### src/rtl/irqc_pkg.sv
package irqc_pkg;

    localparam int BUS_W  = 32;
    localparam int ADDR_W = 12;
    localparam int HASH_W = 4;
    localparam int DMA_W  = 9;

    // register offsets
    localparam int unsigned OFS_HASH_STAT = 32'h050;
    localparam int unsigned OFS_HASH_EN   = 32'h054;
    localparam int unsigned OFS_DMA_STAT  = 32'h480;
    localparam int unsigned OFS_DMA_EN    = 32'h484;
    localparam int unsigned OFS_DMA_UNMSK = 32'h488;

    // implemented bits per bank
    localparam logic [HASH_W-1:0] HASH_IMPL = 4'b1111;
    localparam logic [DMA_W-1:0]  DMA_IMPL  = 9'b1_1111_1101;

    typedef enum logic [2:0] {
        RS_NONE,
        RS_HASH_STAT,
        RS_HASH_EN,
        RS_DMA_STAT,
        RS_DMA_EN,
        RS_DMA_UNMSK
    } reg_sel_e;

    typedef struct packed {
        logic hash_stat;
        logic hash_en;
        logic dma_stat;
        logic dma_en;
        logic dma_unmsk;
    } wr_stb_t;

    function automatic reg_sel_e decode_ofs(input logic [ADDR_W-1:0] a);
        reg_sel_e r;
        r = RS_NONE;
        if (a == ADDR_W'(OFS_HASH_STAT)) r = RS_HASH_STAT;
        if (a == ADDR_W'(OFS_HASH_EN))   r = RS_HASH_EN;
        if (a == ADDR_W'(OFS_DMA_STAT))  r = RS_DMA_STAT;
        if (a == ADDR_W'(OFS_DMA_EN))    r = RS_DMA_EN;
        if (a == ADDR_W'(OFS_DMA_UNMSK)) r = RS_DMA_UNMSK;
        return r;
    endfunction

endpackage

### src/rtl/irqc_regdec.sv
module irqc_regdec
    import irqc_pkg::*;
#(
    parameter int AW = ADDR_W
) (
    input  logic          sel,
    input  logic          wr,
    input  logic [AW-1:0] addr,
    output reg_sel_e      rsel,
    output wr_stb_t       wstb,
    output logic          rd
);
    always_comb begin
        rsel = decode_ofs(ADDR_W'(addr));
        rd   = sel && !wr;
        wstb = '0;
        if (sel && wr) begin
            case (rsel)
                RS_HASH_STAT: wstb.hash_stat = 1'b1;
                RS_HASH_EN:   wstb.hash_en   = 1'b1;
                RS_DMA_STAT:  wstb.dma_stat  = 1'b1;
                RS_DMA_EN:    wstb.dma_en    = 1'b1;
                RS_DMA_UNMSK: wstb.dma_unmsk = 1'b1;
                default:      wstb = '0;
            endcase
        end
    end
endmodule

### src/rtl/irqc_bank.sv
module irqc_bank #(
    parameter int           W    = 4,
    parameter logic [W-1:0] IMPL = '1
) (
    input  logic         clk,
    input  logic         rst,
    input  logic [W-1:0] evt,
    input  logic         clr_we,
    input  logic         en_we,
    input  logic [W-1:0] wdata,
    output logic [W-1:0] stat_q,
    output logic [W-1:0] en_q,
    output logic         pend
);
    genvar i;
    generate
        for (i = 0; i < W; i++) begin : g_bit
            if (IMPL[i]) begin : g_impl
                logic s_q;
                logic e_q;
                always_ff @(posedge clk) begin
                    if (rst) begin
                        s_q <= 1'b0;
                        e_q <= 1'b0;
                    end else begin
                        // a new event outranks a same-cycle clear
                        if (evt[i])
                            s_q <= 1'b1;
                        else if (clr_we && wdata[i])
                            s_q <= 1'b0;
                        if (en_we)
                            e_q <= wdata[i];
                    end
                end
                assign stat_q[i] = s_q;
                assign en_q[i]   = e_q;
            end else begin : g_rsv
                assign stat_q[i] = 1'b0;
                assign en_q[i]   = 1'b0;
            end
        end
    endgenerate

    assign pend = |(stat_q & en_q);
endmodule

### src/rtl/dual_irq_ctrl.sv
module dual_irq_ctrl
    import irqc_pkg::*;
#(
    parameter int AW = ADDR_W,
    parameter int DW = BUS_W,
    parameter int HW = HASH_W,
    parameter int MW = DMA_W
) (
    input  logic          clk,
    input  logic          rst,
    input  logic [HW-1:0] hash_evt,
    input  logic [MW-1:0] dma_evt,
    input  logic          bus_sel,
    input  logic          bus_wr,
    input  logic [AW-1:0] bus_addr,
    input  logic [DW-1:0] bus_wdata,
    output logic [DW-1:0] bus_rdata,
    output logic          irq
);
    reg_sel_e rsel;
    wr_stb_t  wstb;
    logic     rd;

    logic [HW-1:0] hash_stat, hash_en;
    logic [MW-1:0] dma_stat, dma_en;
    logic          hash_pend, dma_pend;
    logic          unmask_q;
    logic [DW-1:0] rd_mux;

    irqc_regdec #(.AW(AW)) u_dec (
        .sel (bus_sel),
        .wr  (bus_wr),
        .addr(bus_addr),
        .rsel(rsel),
        .wstb(wstb),
        .rd  (rd)
    );

    irqc_bank #(.W(HW), .IMPL(HW'(HASH_IMPL))) u_hash (
        .clk   (clk),
        .rst   (rst),
        .evt   (hash_evt),
        .clr_we(wstb.hash_stat),
        .en_we (wstb.hash_en),
        .wdata (bus_wdata[HW-1:0]),
        .stat_q(hash_stat),
        .en_q  (hash_en),
        .pend  (hash_pend)
    );

    irqc_bank #(.W(MW), .IMPL(MW'(DMA_IMPL))) u_dma (
        .clk   (clk),
        .rst   (rst),
        .evt   (dma_evt),
        .clr_we(wstb.dma_stat),
        .en_we (wstb.dma_en),
        .wdata (bus_wdata[MW-1:0]),
        .stat_q(dma_stat),
        .en_q  (dma_en),
        .pend  (dma_pend)
    );

    always_ff @(posedge clk) begin
        if (rst)
            unmask_q <= 1'b0;
        else if (wstb.dma_unmsk)
            unmask_q <= bus_wdata[0];
    end

    always_comb begin
        rd_mux = '0;
        case (rsel)
            RS_HASH_STAT: rd_mux[HW-1:0] = hash_stat;
            RS_HASH_EN:   rd_mux[HW-1:0] = hash_en;
            RS_DMA_STAT:  rd_mux[MW-1:0] = dma_stat;
            RS_DMA_EN:    rd_mux[MW-1:0] = dma_en;
            RS_DMA_UNMSK: rd_mux[0]      = unmask_q;
            default:      rd_mux         = '0;
        endcase
    end

    always_ff @(posedge clk) begin
        if (rst)
            bus_rdata <= '0;
        else
            bus_rdata <= rd ? rd_mux : '0;
    end

    assign irq = hash_pend || (dma_pend && unmask_q);
endmodule

### config.mk
export PLATFORM = sky130hd
export DESIGN_NAME = dual_irq_ctrl
export DESIGN_NICKNAME = d
export VERILOG_FILES = /design/src/rtl/irqc_pkg.sv /design/src/rtl/irqc_regdec.sv /design/src/rtl/irqc_bank.sv /design/src/rtl/dual_irq_ctrl.sv
export SDC_FILE = /design/constraint.sdc
export NUM_CORES = 1
export LEC_CHECK = 0
export BUFFER_PORTS_ARGS = -buffer_cell sky130_fd_sc_hd__buf_2
export CAP_MARGIN = 20
export CORE_MARGIN = 5
export CORE_UTILIZATION = 47
export DETAILED_ROUTE_END_ITERATION = 10
export PLACE_DENSITY = 0.81
export SLEW_MARGIN = 30
export SYNTH_ARGS = -nofsm -noshare
export SYNTH_HDL_FRONTEND = slang
export SYNTH_HIERARCHICAL = 1
export SYNTH_SLANG_ARGS = --single-unit
### constraint.sdc
create_clock -name clk -period 2.28 [get_ports clk]
set_input_delay 0.114 -clock clk [delete_from_list [all_inputs] [get_ports clk]]
set_output_delay 0.114 -clock clk [all_outputs]
set_load 0.01 [all_outputs]
* After elaboration in Yosys (flattened, before gate mapping)
Cells that the tools add are included.
Word-level totals: register bits 57
Cells by class: equality and inequality tests 10, multiplexer cells 38, bitwise logic cells 3, reductions and logical operators 32
Operators by type and width (count):
- $eq A12 B11 Y1 const B | 3
- $mux W1 | 30
- $eq A12 B7 Y1 const B | 2
- $reduce_bool A2 Y1 | 12
- $logic_and A1 B1 Y1 | 15
- $pmux W3 S4 | 1
- $pmux W5 S2 | 1
- $and A9 B9 Y9 | 1
- $reduce_or A9 Y1 | 1
- $eq A3 B2 Y1 const B | 2
- $eq A3 B3 Y1 const B | 2
- $mux W3 | 2
- $mux W5 | 1
- $pmux W1 S5 | 1
- $and A4 B4 Y4 | 1
- $mux W2 | 2
- $reduce_or A4 Y1 | 1
- $eq A3 B1 Y1 const B | 1
- $reduce_or A2 Y1 | 1
- $logic_not A1 Y1 | 1
- $logic_or A1 B1 Y1 | 1
- $not A1 Y1 | 1

* Depth between registers and ports, before layout
word-level depth 12, gate-level depth with buffers 9, mapped depth without buffers 6

* Cells and area by module
Netlist, hierarchy kept.
By module, submodules not included:
- irqc_bank at u_dma | times used 1, cells each 74, area each 768.2 um^2, seq. area each 320.3 um^2
- dual_irq_ctrl | times used 1, cells each 75, area each 681.9 um^2, seq. area each 200.2 um^2
- irqc_bank at u_hash | times used 1, cells each 41, area each 375.4 um^2, seq. area each 160.2 um^2
- irqc_regdec | times used 1, cells each 23, area each 186.4 um^2, seq. area each 0.0 um^2

* Worst setup path after synthesis
Ideal clock, no wire load.
path kind input-to-reg, from input port bus_addr[5], to register bus_rdata[0], arrival time 1.573 ns, path slack 0.632 ns, stages 6, buffers on the path 0, path through nor4_4 -> nand2_2 -> nor3_1 -> inv_1 -> or3_1 -> a31oi_1
Between the ends: elaborated cells between the ends (all ways) 16
RTL lines:
- start, declared | RTL line dual_irq_ctrl.sv:15 | input logic [AW-1:0] bus_addr,
- $eq A12 B11 Y1 | RTL line irqc_pkg.sv:42 | if (a == ADDR_W'(OFS_DMA_EN)) r = RS_DMA_EN;
- $mux W3 | RTL line irqc_pkg.sv:42
- $mux W3 * | RTL line irqc_pkg.sv:43 | if (a == ADDR_W'(OFS_DMA_UNMSK)) r = RS_DMA_UNMSK;
- named net rsel[2] | RTL line dual_irq_ctrl.sv:20 | reg_sel_e rsel;
- $eq A3 B3 Y1, or another cell as far along | RTL line dual_irq_ctrl.sv:72 | case (rsel)
- $pmux W1 S5 * | RTL line dual_irq_ctrl.sv:72
- end signal, assigned | RTL line dual_irq_ctrl.sv:86 | bus_rdata <= rd ? rd_mux : '0;
- end, declared | RTL line dual_irq_ctrl.sv:17 | output logic [DW-1:0] bus_rdata,
The timed path passes the listed nets; every way through them passes the cells marked *. A chain may end at the register's enable or synchronous reset.

* Worst setup path after layout
from input port bus_addr[6], to register bus_rdata[0]
Between the ends: elaborated cells between the ends (all ways) 16
RTL lines:
- $eq A12 B7 Y1 | RTL line irqc_pkg.sv:40 | if (a == ADDR_W'(OFS_HASH_EN)) r = RS_HASH_EN;
- $mux W2 | RTL line irqc_pkg.sv:40
- $mux W2 | RTL line irqc_pkg.sv:41 | if (a == ADDR_W'(OFS_DMA_STAT)) r = RS_DMA_STAT;
- $mux W3 | RTL line irqc_pkg.sv:42
- $mux W3 * | RTL line irqc_pkg.sv:43
- named net rsel[1] | RTL line dual_irq_ctrl.sv:20
- $eq A3 B3 Y1, or another cell as far along | RTL line dual_irq_ctrl.sv:72
- $pmux W1 S5 * | RTL line dual_irq_ctrl.sv:72
Marks and branches as above.

==> results.py <==
metrics = {
    "route": {
        "drtIter0Drc": 75,
        "ant_nets": 0,
        "avgViaCountPerCell": 5.15,
        "wl_per_cell_um": 13.6,
        "drc": 0,
        "routed-via-count": 1487,
        "totalWireLength_mm": 3.94,
        "dr.pass1.iters": 4,
    },
    "yosys": {
        "async_flop_share": 0,
        "synthCells": 213,
        "synth.distinct_cells": 38,
        "synth-edff-count": 0,
        "synth-seq-area-share": 0.338,
        "netlist.area_leader.share": 0.338,
        "synth.most_common_cell": "buf_4",
        "netlist_top_cells_count": "buf_4 (49), dfxtp_1 (34), nor2_1 (24), mux2i_1 (15), a22oi_1 (14)",
        "synth.largest_area_cell": "dfxtp_1",
        "synth_area_leaders": "dfxtp_1 (34%), buf_4 (18%), mux2i_1 (7.5%)",
        "ys_seq_elements": 34,
        "avgSynthCellArea_um2": 9.45,
        "synth_top_flop_cell": "dfxtp_1",
        "synth_warnings": 6,
        "syn-cell-area_um2": 2010,
    },
    "pwr": {
        "p_int_uw": 1100,
        "power.switching_uw": 295,
        "clockPowerShare": 0.476,
        "power.leakage_uw": 0.000883,
        "pwr-share-seq": 0.447,
        "comb_power_share": 0.078,
        "sw_frac_of_total": 0.212,
        "design_power_total_uw": 1390,
        "power_density_nw_per_um2": 651,
        "ir_worst_vdd_v": 0.000408,
    },
    "timing": {
        "worst_pin_slew_ps": 561,
        "slew_headroom": 0.624,
        "hold_viol_final": 0,
        "finClkSkew_ps": 6.49,
        "period_share": 0.730,
        "max_clock_freq_ghz": 0.601,
        "period_needed_ps": 1660,
        "finalSetupViolCount": 0,
        "slew_violations": 0,
        "fin_ws_ps": 616,
        "rsz0062_at_grt": "false",
        "setup-tns-final_ps": 0,
    },
    "floorplanning": {
        "initial_utilization": 0.492,
        "die_w_um": 75.4,
        "ios": 94,
        "core_um2": 4090,
        "rows": 23,
        "die_area_um2": 5690,
        "die_y_um": 75.4,
    },
    "critical_path": {
        "critPathCapture": "bus_rdata[0]",
        "r2r-end": "bus_rdata[0]",
        "critPathLaunch": "bus_addr[6]",
        "reg2regPathDepth": 3,
        "r2r_start": "unmask_q",
        "worstSetupPathType": "in2reg",
        "worstSetupEndpointType": "flop",
        "required_ps": 2440,
        "worstPathArrival_ps": 1830,
        "regToRegSetupSlack_ps": 1260,
        "crit_fanout": 9,
        "worstSetupStartpointType": "input port",
    },
    "clock_tree": {
        "cts_buffer_depth": 2,
        "htreeDepth": 2,
        "cts.reportedPaths.clkPinSlew_ps": 70,
        "root_buffer": "clkbuf_8",
        "cts_tree": "yes",
        "cts_setup_buffers": 0,
        "clock_latency_ps": 290,
        "ctsHoldBuffers": 0,
        "clock-sinks": 34,
        "numCtsBuffers": 5,
        "ctsResizeCount": 0,
    },
    "min_path": {
        "holdCritPathClass": "in2reg",
    },
    "grt": {
        "track_usage": 0.143,
        "antenna_found_initial": 0,
        "grt_pass1_vias": 1456,
        "grt_pass1_wl_mm": 6.15,
        "grt_overflow": 0,
        "grt_max_degree": 27,
    },
    "placed_design": {
        "dp_worst_setup_slack_ps": 343,
        "hpwl_mm": 2.98,
        "portBuffers": 46,
        "gp_congestion": 0.804,
    },
    "final_layout": {
        "final_nets": 299,
        "syn2layout_area_growth_pct": 6.09,
        "diodes": 0,
        "drive_gt1_frac": 0.335,
        "final_util": 0.522,
    },
    "status": {
        "status": "complete, no violations",
    },
    "job": {
        "maxCapViolations": 0,
    },
}
-- power by group through the flow --
stage / sequential (µW) / combinational (µW) / clock (µW)
floorplan: 631 / 113 / 0
global placement: 634 / 104 / 0
detailed placement: 634 / 108 / 0
CTS: 620 / 108 / 672
global route: 622 / 123 / 702
finish: 621 / 108 / 661
-- flip-flops by register name, indices dropped and copies added (netlist names) --
register                 count
u_hash/g_bit.g_impl.e_q      4
bus_rdata                    9
unmask_q                     1
u_dma/g_bit.g_impl.s_q       8
u_hash/g_bit.g_impl.s_q      4
u_dma/g_bit.g_impl.e_q       8
-- through the flow --
stage          area (µm²)  cells  hold WS (ps)
2_1_floorplan        2100    236           186
3_3_place_gp         2000    281           326
3_5_place_dp         2000    281           333
4_1_cts              2130    289          28.0
5_1_grt              2130    289          43.9
6_report             2130    289          36.3
-- per-layer routing --
metal	track usage	share of wire
met3	0.0343	0.070
met5	0	0
met1	0.149	0.40
met4	0.0835	0.021
met2	0.259	0.51
-- placed cells by master (no fill, tap or decap), drive strengths merged, types with 3 or more instances in the layout --
cell type  count
a21boi         8
a21oi          3
a22oi         14
a311oi         4
a31oi          4
and4bb         3
buf           52
clkbuf         5
conb          25
dfxtp         34
inv            5
mux2i         15
nand2          3
nand3          3
nor2          24
nor3           5
o21ba          9
-- cells by family after synthesis --
| family | synth area share |
|---|---|
| simple gates | 0.163 |
| other cells | 0.00373 |
| flops | 0.338 |
| buf+inv | 0.228 |
| mux | 0.0802 |
| xor+xnor | 0.00435 |
| compound gates | 0.183 |
-- how the worst min path moves through the flow --
stage | startpoint | endpoint | slack, ps | cells after the start
3_3_place_gp | bus_wdata[1] | u_hash/g_bit[1].g_impl.s_q | 330 | 2
3_5_place_dp | bus_wdata[1] | u_hash/g_bit[1].g_impl.s_q | 330 | 2
5_1_grt | dma_evt[8] | u_dma/g_bit[8].g_impl.s_q | 40 | 2
6_report | bus_wdata[1] | u_hash/g_bit[1].g_impl.s_q | 40 | 2
4_1_cts | bus_wdata[1] | u_hash/g_bit[1].g_impl.s_q | 30 | 2
2_1_floorplan | rst | unmask_q | 190 | 1
-- layout make-up --
class / instances / area (µm²)
clock buffers: 5 / 68.8
clock inverters: 3 / 68.8
fillers: 393 / 1950
inverters: 5 / 18.8
multi-input cells: 140 / 960
flip-flops and latches: 34 / 681
well taps: 50 / 62.6
repair buffers: 52 / 275
-- worst max-delay path: stages --
cell and delay (ps):
buf_2 100, nand4bb_1 390, mux2i_1 300, nor3b_2 210
buf_4 190, mux2_2 340, nand3_1 80, a31oi_1 90
Power figures use the tool's default switching activity.
